### config.mk
export PLATFORM = sky130hd
export DESIGN_NAME = txdir_ctrl
export DESIGN_NICKNAME = d
export VERILOG_FILES = /design/src/rtl/txdir_pkg.sv /design/src/rtl/txdir_busy.sv /design/src/rtl/txdir_select.sv /design/src/rtl/txdir_pin.sv /design/src/rtl/txdir_ctrl.sv
export SDC_FILE = /design/constraint.sdc
export NUM_CORES = 1
export LEC_CHECK = 0
export BUFFER_PORTS_ARGS = -buffer_cell sky130_fd_sc_hd__buf_2
export CAP_MARGIN = 20
export CORE_AREA = 5 5 42 44
export CTS_BUF_LIST = sky130_fd_sc_hd__clkbuf_16
export CTS_CLUSTER_DIAMETER = 120
export CTS_CLUSTER_SIZE = 24
export DETAILED_ROUTE_END_ITERATION = 8
export DIE_AREA = 0 0 47 49
export PLACE_DENSITY = 0.3
export SYNTH_ARGS = -nofsm -noshare
export SYNTH_HDL_FRONTEND = slang
export SYNTH_HIERARCHICAL = 1
export SYNTH_SLANG_ARGS = --single-unit
### constraint.sdc
create_clock -name clk -period 1.2 [get_ports clk]
set_input_delay 0.06 -clock clk [delete_from_list [all_inputs] [get_ports clk]]
set_output_delay 0.06 -clock clk [all_outputs]
set_load 0.03 [all_outputs]
### src/rtl/txdir_pkg.sv
package txdir_pkg;

  typedef enum logic [1:0] {
    SRC_SOFT = 2'd0,
    SRC_FLOW = 2'd1,
    SRC_AUTO = 2'd2
  } rts_src_e;

  // Pin level for an active request: active-low unless swapped.
  function automatic logic pin_level(input logic active, input logic swap);
    return swap ? active : ~active;
  endfunction

endpackage

### src/rtl/txdir_busy.sv
module txdir_busy (
  input  logic clk,
  input  logic rst_n,
  input  logic fifo_wr_i,
  input  logic fifo_empty_i,
  input  logic tsr_empty_i,
  input  logic stop_done_i,
  output logic busy_o,
  output logic busy_next_o
);

  logic line_drained;
  logic busy_q;

  // The last stop bit has completed with nothing left behind it.
  assign line_drained = stop_done_i & fifo_empty_i & tsr_empty_i;

  // A write always wins over the drain strobe of the same cycle.
  assign busy_next_o = fifo_wr_i | (busy_q & ~line_drained);

  always_ff @(posedge clk) begin
    if (!rst_n) busy_q <= 1'b0;
    else        busy_q <= busy_next_o;
  end

  assign busy_o = busy_q;

  AST_WRITE_SETS_BUSY: assert property (@(posedge clk) disable iff (!rst_n)
    fifo_wr_i |=> busy_o);

  AST_BUSY_HOLDS: assert property (@(posedge clk) disable iff (!rst_n)
    (busy_o && !(stop_done_i && fifo_empty_i && tsr_empty_i)) |=> busy_o);

  AST_BUSY_RELEASES: assert property (@(posedge clk) disable iff (!rst_n)
    (busy_o && stop_done_i && fifo_empty_i && tsr_empty_i && !fifo_wr_i) |=> !busy_o);

endmodule

### src/rtl/txdir_select.sv
module txdir_select
  import txdir_pkg::*;
(
  input  logic auto_en_i,
  input  logic auto_inv_i,
  input  logic hwfc_en_i,
  input  logic sw_rts_i,
  input  logic flow_rts_i,
  input  logic busy_next_i,
  output logic active_o,
  output logic swap_o
);

  rts_src_e src;

  // Automatic mode outranks flow control, which outranks software.
  always_comb begin
    if (auto_en_i)      src = SRC_AUTO;
    else if (hwfc_en_i) src = SRC_FLOW;
    else                src = SRC_SOFT;
  end

  always_comb begin
    unique case (src)
      SRC_AUTO: active_o = busy_next_i;
      SRC_FLOW: active_o = flow_rts_i;
      default:  active_o = sw_rts_i;
    endcase
  end

  // Polarity swap applies only while the transmitter owns the pin.
  assign swap_o = (src == SRC_AUTO) & auto_inv_i;

  always_comb begin
    if (!auto_en_i) begin
      AST_SWAP_ONLY_AUTO: assert (!swap_o);
    end
  end

endmodule

### src/rtl/txdir_pin.sv
module txdir_pin
  import txdir_pkg::*;
(
  input  logic clk,
  input  logic rst_n,
  input  logic active_i,
  input  logic swap_i,
  input  logic auto_en_i,
  input  logic auto_inv_i,
  output logic pin_o
);

  logic pin_q;
  logic idle_level;

  // Idle level for the mode selected during reset.
  assign idle_level = pin_level(1'b0, auto_en_i & auto_inv_i);

  always_ff @(posedge clk) begin
    if (!rst_n) pin_q <= idle_level;
    else        pin_q <= pin_level(active_i, swap_i);
  end

  assign pin_o = pin_q;

  AST_RESET_IDLE: assert property (@(posedge clk)
    !rst_n |=> (pin_o == !($past(auto_en_i) && $past(auto_inv_i))));

endmodule

### src/rtl/txdir_ctrl.sv
module txdir_ctrl (
  input  logic clk,
  input  logic rst_n,
  input  logic auto_en,
  input  logic auto_inv,
  input  logic hwfc_en,
  input  logic sw_rts,
  input  logic flow_rts,
  input  logic fifo_wr,
  input  logic fifo_empty,
  input  logic tsr_empty,
  input  logic stop_done,
  output logic rts_pin
);

  logic busy;
  logic busy_next;
  logic active;
  logic swap;

  txdir_busy u_busy (
    .clk          (clk),
    .rst_n        (rst_n),
    .fifo_wr_i    (fifo_wr),
    .fifo_empty_i (fifo_empty),
    .tsr_empty_i  (tsr_empty),
    .stop_done_i  (stop_done),
    .busy_o       (busy),
    .busy_next_o  (busy_next)
  );

  txdir_select u_sel (
    .auto_en_i   (auto_en),
    .auto_inv_i  (auto_inv),
    .hwfc_en_i   (hwfc_en),
    .sw_rts_i    (sw_rts),
    .flow_rts_i  (flow_rts),
    .busy_next_i (busy_next),
    .active_o    (active),
    .swap_o      (swap)
  );

  txdir_pin u_pin (
    .clk        (clk),
    .rst_n      (rst_n),
    .active_i   (active),
    .swap_i     (swap),
    .auto_en_i  (auto_en),
    .auto_inv_i (auto_inv),
    .pin_o      (rts_pin)
  );

  AST_SOFT_FOLLOW: assert property (@(posedge clk) disable iff (!rst_n)
    (!auto_en && !hwfc_en) |=> (rts_pin == !$past(sw_rts)));

  AST_FLOW_FOLLOW: assert property (@(posedge clk) disable iff (!rst_n)
    (!auto_en && hwfc_en) |=> (rts_pin == !$past(flow_rts)));

  AST_AUTO_TRACKS_BUSY: assert property (@(posedge clk) disable iff (!rst_n)
    auto_en |=> (rts_pin == ($past(auto_inv) ? busy : !busy)));

  AST_WRITE_ACTIVATES: assert property (@(posedge clk) disable iff (!rst_n)
    (auto_en && !auto_inv && fifo_wr) |=> !rts_pin);

  AST_NO_GLITCH: assert property (@(posedge clk) disable iff (!rst_n)
    (auto_en && !auto_inv && busy && fifo_wr && stop_done) |=> !rts_pin);

endmodule

### Yosys cells after proc, flatten, opt, wreduce, memory -nomap -nowiden

Index checks and enable logic that the tools add are counted.

| cells by class | value |
|---|---|
| equality and inequality tests | 2 |
| multiplexer cells | 6 |
| bitwise operators | 8 |

Operators with widths:

| operator | count |
|---|---|
| $and 1x1->1 | 5 |
| $mux 1 | 4 |
| $eq 2x1->1 const B | 1 |
| $eq 2x2->1 const B | 1 |
| $mux 2 | 1 |
| $not 1->1 | 2 |
| $pmux 1 s2 | 1 |
| $or 1x1->1 | 1 |

| word-level totals | value |
|---|---|
| bits in registers | 2 |
| input port bits | 11 |
| output and inout port bits | 1 |
| logic and storage cells | 18 |

### Depth between registers and ports, before layout

| logic depth | value |
|---|---|
| word-level depth | 9 |
| mapped depth | 6 |
| mapped depth without buffers | 6 |

### Modules after synthesis

Netlist, hierarchy kept.

By module, submodules not included:

| module | instances | cells an instance | area each (µm²) | sequential area each (µm²) |
|---|---|---|---|---|
| txdir_busy | 1 | 5 | 50.0 | 20.0 |
| txdir_pin | 1 | 4 | 42.5 | 20.0 |
| txdir_select | 1 | 4 | 25.0 | 0.0 |

### Least setup slack after synthesis

Ideal clock, no wire load.

| path | value |
|---|---|
| kind | register -> register |
| from | register u_busy.busy_q (netlist: u_busy/busy_o) |
| to | register u_pin.pin_q (netlist: u_pin/pin_o) |
| arrival | 0.840 ns |
| setup slack | 0.290 ns |
| stages on the path, launching flop included | 7 |
| path buffers | 0 |
| period minus slack after synthesis | 0.910 ns |
| cell sequence | dfxtp_1 -> nor2_1 -> nor2_1 -> nand2_1 -> o21ai_1 -> xor2_1 -> a21oi_1 |

| between the ends | value |
|---|---|
| longest elaborated chain between the ends | 6 |

RTL lines:

| what | line | source |
|---|---|---|
| start: declaration | txdir_busy.sv:13 | `logic busy_q;` |
| start signal: assignment | txdir_busy.sv:23 | `else busy_q <= busy_next_o;` |
| $and 1x1->1 (*) | txdir_busy.sv:19 | `assign busy_next_o = fifo_wr_i \| (busy_q & ~line_drained);` |
| $or 1x1->1 (*) | txdir_busy.sv:19 |  |
| via busy_next | txdir_ctrl.sv:17 | `logic busy_next;` |
| $pmux 1 s2 (*) | txdir_select.sv:24 | `unique case (src)` |
| via active | txdir_ctrl.sv:18 | `logic active;` |
| $not 1->1 | txdir_pkg.sv:11 | `return swap ? active : ~active;` |
| $mux 1 (*) | txdir_pkg.sv:11 |  |
| $mux 1 (*) | txdir_pin.sv:20 | `if (!rst_n) pin_q <= idle_level;` |
| end signal: assignment | txdir_pin.sv:20 |  |
| end signal: assignment | txdir_pin.sv:21 | `else pin_q <= pin_level(active_i, swap_i);` |
| end: declaration | txdir_pin.sv:13 | `logic pin_q;` |

The timed path passes the listed nets; every way through them passes the cells marked *.
A chain may end at the register's enable or synchronous reset.

### Worst setup path in the final report

Same ends and word-level chain as after synthesis.

==> results.toml <==
[final_layout]
areaGrowthSynthToFinish_pct = 128
antenna_cells = 0
nets = 40
design_area_um2 = 268
drive_gt1_share_pct = 55.6

[sta]
finalSetupTns_ns = 0
finalMaxSlewViolations = 0
period_share_pct = 81.0
hold_viol = 0
hold_slack_ns = 0.0402
worstMarginPinSlew_ns = 0.136
fin_crit_ns = 0.972
fin_ws_ns = 0.228
fin_skew_ns = 0.00136
grt_setup_unrepaired = "no"
setup_viol = 0
slew_headroom_pct = 90.7
fmax_mhz = 1030

[synth]
synth_fa_ha_area_share_pct = 0
synthXorXnorAreaFrac_pct = 7.45
synth.area.mux_share_pct = 8.51
syn_inst = 13
yosys.cell_types.count = 11
synth_top_family_by_area = "simple AND/OR/NAND/NOR gates"
synth-compound-area-share_pct = 8.51
yosys_register_bits = 2
synthSimpleGateAreaFrac_pct = 41.5
yosys_warnings = 6
avgSynthCellArea_um2 = 9.05
synth_nets = 24
syn_area_um2 = 118
ys_seq_area_share_pct = 34.0

[setup_path]
crit_top_cell = "nor2_1"
max_stage_delay_ns = 0.29
crit_slowest_cell = "dfxtp_1"
reg2regPathDepth = 6
worstPathMaxFanout = 2
critical_path_required_ns = 1.35
regToRegSetupSlack_ns = 0.23
start_kind = "flop"
crit_chain = "nor2_1 -> nor2_1 -> nand2_1 -> o21ai_1 -> xor2_1 -> a21oi_1"
r2r_end = "u_pin/pin_o"
crit_type = "flop to flop"
end_kind = "flop"
reg2reg_from = "u_busy/busy_o"
crit_start = "u_busy/busy_o"
arrival_ns = 1.12

[global_routing]
antenna_found_initial = 0
grt_usage_pct = 4.64
grt_overflow_total = 0
grt_max_degree = 5
grt_pass1_wl_um = 641
grt_pass1_vias = 165

[clock_network]
cts_setup_buffers = 0
root_buffer = "clkbuf_16"
clkSinkCount = 2
clockBufferDepth = 2
cts_resized = 0
clk_pin_slew_ns = 0.03
cts_hold_buf = 0
htreeDepth = 1
clock_latency_ns = 0.22
cts_tree = "built"
numCtsBuffers = 3

[routing]
route.detailed.drc = 0
dr.pass1.iters = 1
wl_per_cell_um = 8.70
wl_um = 374
num_vias = 147
avgViaCountPerCell = 3.42
drtIter0Drc = 0
ant_nets = 0

[power_and_ir_drop]
pwr-share-clk_pct = 79.6
vdd_ir_drop_max_mv = 1.15
swShare_pct = 15.4
power.switching_w = 0.0000954
intPower_w = 0.000523
p_comb_share_pct = 8.3
seq_power_share_pct = 12.2
p_leak_nw = 0.137
power_density_nw_per_um2 = 2310

[floorplan]
die_x_um = 47
placementRows = 14
coreArea_um2 = 1400
initial_core_util_pct = 8.39
fp.dieH_um = 49
io_pins = 12
dieArea_um2 = 2300

[run_status]
status = "finished, final reports clean"

[worst_hold_path]
worstHoldPathCells = 2
hold_class = "primary input to flop"
hold_start = "rst_n"
whs_endpoint = "u_pin/pin_o"

[placed_design]
placed_cell_area_um2 = 193
gp_congestion = 0.677
post-place-ws_ns = 0.187
portBuffers = 11

[job]
maxCapViolations = 0
==> cells in the final DEF, fill, tap and decap left out <==
| master | count |
|---|---|
| dfxtp_1 | 2 |
| a21oi_1 | 1 |
| and2_1 | 1 |
| buf_2 | 11 |
| and3b_1 | 1 |
| mux2i_1 | 1 |
| nor3b_2 | 1 |
| nor2_1 | 2 |
| and4b_1 | 1 |
| xor2_1 | 1 |
| clkbuf_16 | 3 |
| o21ai_1 | 1 |
| nand2_1 | 1 |
==> cell families (layout without fill, tap and decap cells) <==
| family | Yosys count | in the layout |
|---|---|---|
| DFF | 2 | 2 |
| buffers and inverters | 0 | 14 |
| xor gates and xnor gates | 1 | 1 |
| muxes | 1 | 1 |
| AOI/OAI and AO/OA | 2 | 2 |
| and+or+nand+nor | 7 | 7 |
==> power groups by stage <==
stage          combinational [W]  clock [W]  sequential [W]
2_1_floorplan          0.0000192          0       0.0000842
3_3_place_gp           0.0000498          0       0.0000757
3_5_place_dp           0.0000526          0       0.0000760
4_1_cts                0.0000525   0.000501       0.0000754
5_1_grt                0.0000584   0.000512       0.0000756
6_report               0.0000511   0.000492       0.0000752
==> synth_stat cells <==
library cell  n  area (um2)
a21oi_1       1        5.00
and2_1        1        6.26
and3b_1       1        8.76
and4b_1       1        10.0
dfxtp_1       2        40.0
mux2i_1       1        10.0
nand2_1       1        3.75
nor2_1        2        7.51
nor3b_2       1        12.5
o21ai_1       1        5.00
xor2_1        1        8.76
==> registers in the layout, summed over array words and instances, names as in the netlist <==
register,cells
u_busy/busy_o,1
u_pin/pin_o,1
==> through the flow <==
stage / utilization (%) / total power, W / cells
2_1_floorplan: - / 0.000103 / 13
3_3_place_gp: 13.8 / 0.000126 / 40
3_5_place_dp: 13.8 / 0.000129 / 40
4_1_cts: 19.1 / 0.000629 / 43
5_1_grt: 19.1 / 0.000646 / 43
6_report: 19.1 / 0.000618 / 43
==> worst max path at each step <==
stage	endpoint	slack (ns)
2_1_floorplan	u_pin/pin_o	0.29
3_3_place_gp	u_pin/pin_o	0.23
3_5_place_dp	u_pin/pin_o	0.19
4_1_cts	u_pin/pin_o	0.21
5_1_grt	u_pin/pin_o	0.11
6_report	u_pin/pin_o	0.23
==> worst max-delay path: cells and delay by family, from the launching register on <==
kind             cells  cell delay [ns]
AND/OR/NAND/NOR      3             0.29
flip-flops           1             0.29
AO/OA/AOI/OAI        2             0.19
XOR/XNOR             1             0.14
==> area by class of cell <==
class	count	area [um2]
Sequential cell	2	40.0
Fill cell	162	1130
Multi-Input combinational cell	11	77.6
Clock buffer	3	75.1
Timing Repair Buffer	11	55.1
Tap cell	16	20.0
==> routing by layer <==
metal	share of wire, %	GRT usage, %
met5	0	0
met4	0	1.38
met3	28	7.38
met2	31	4.98
met1	40	4.61
Note: power is estimated with default switching activity, not from simulation.
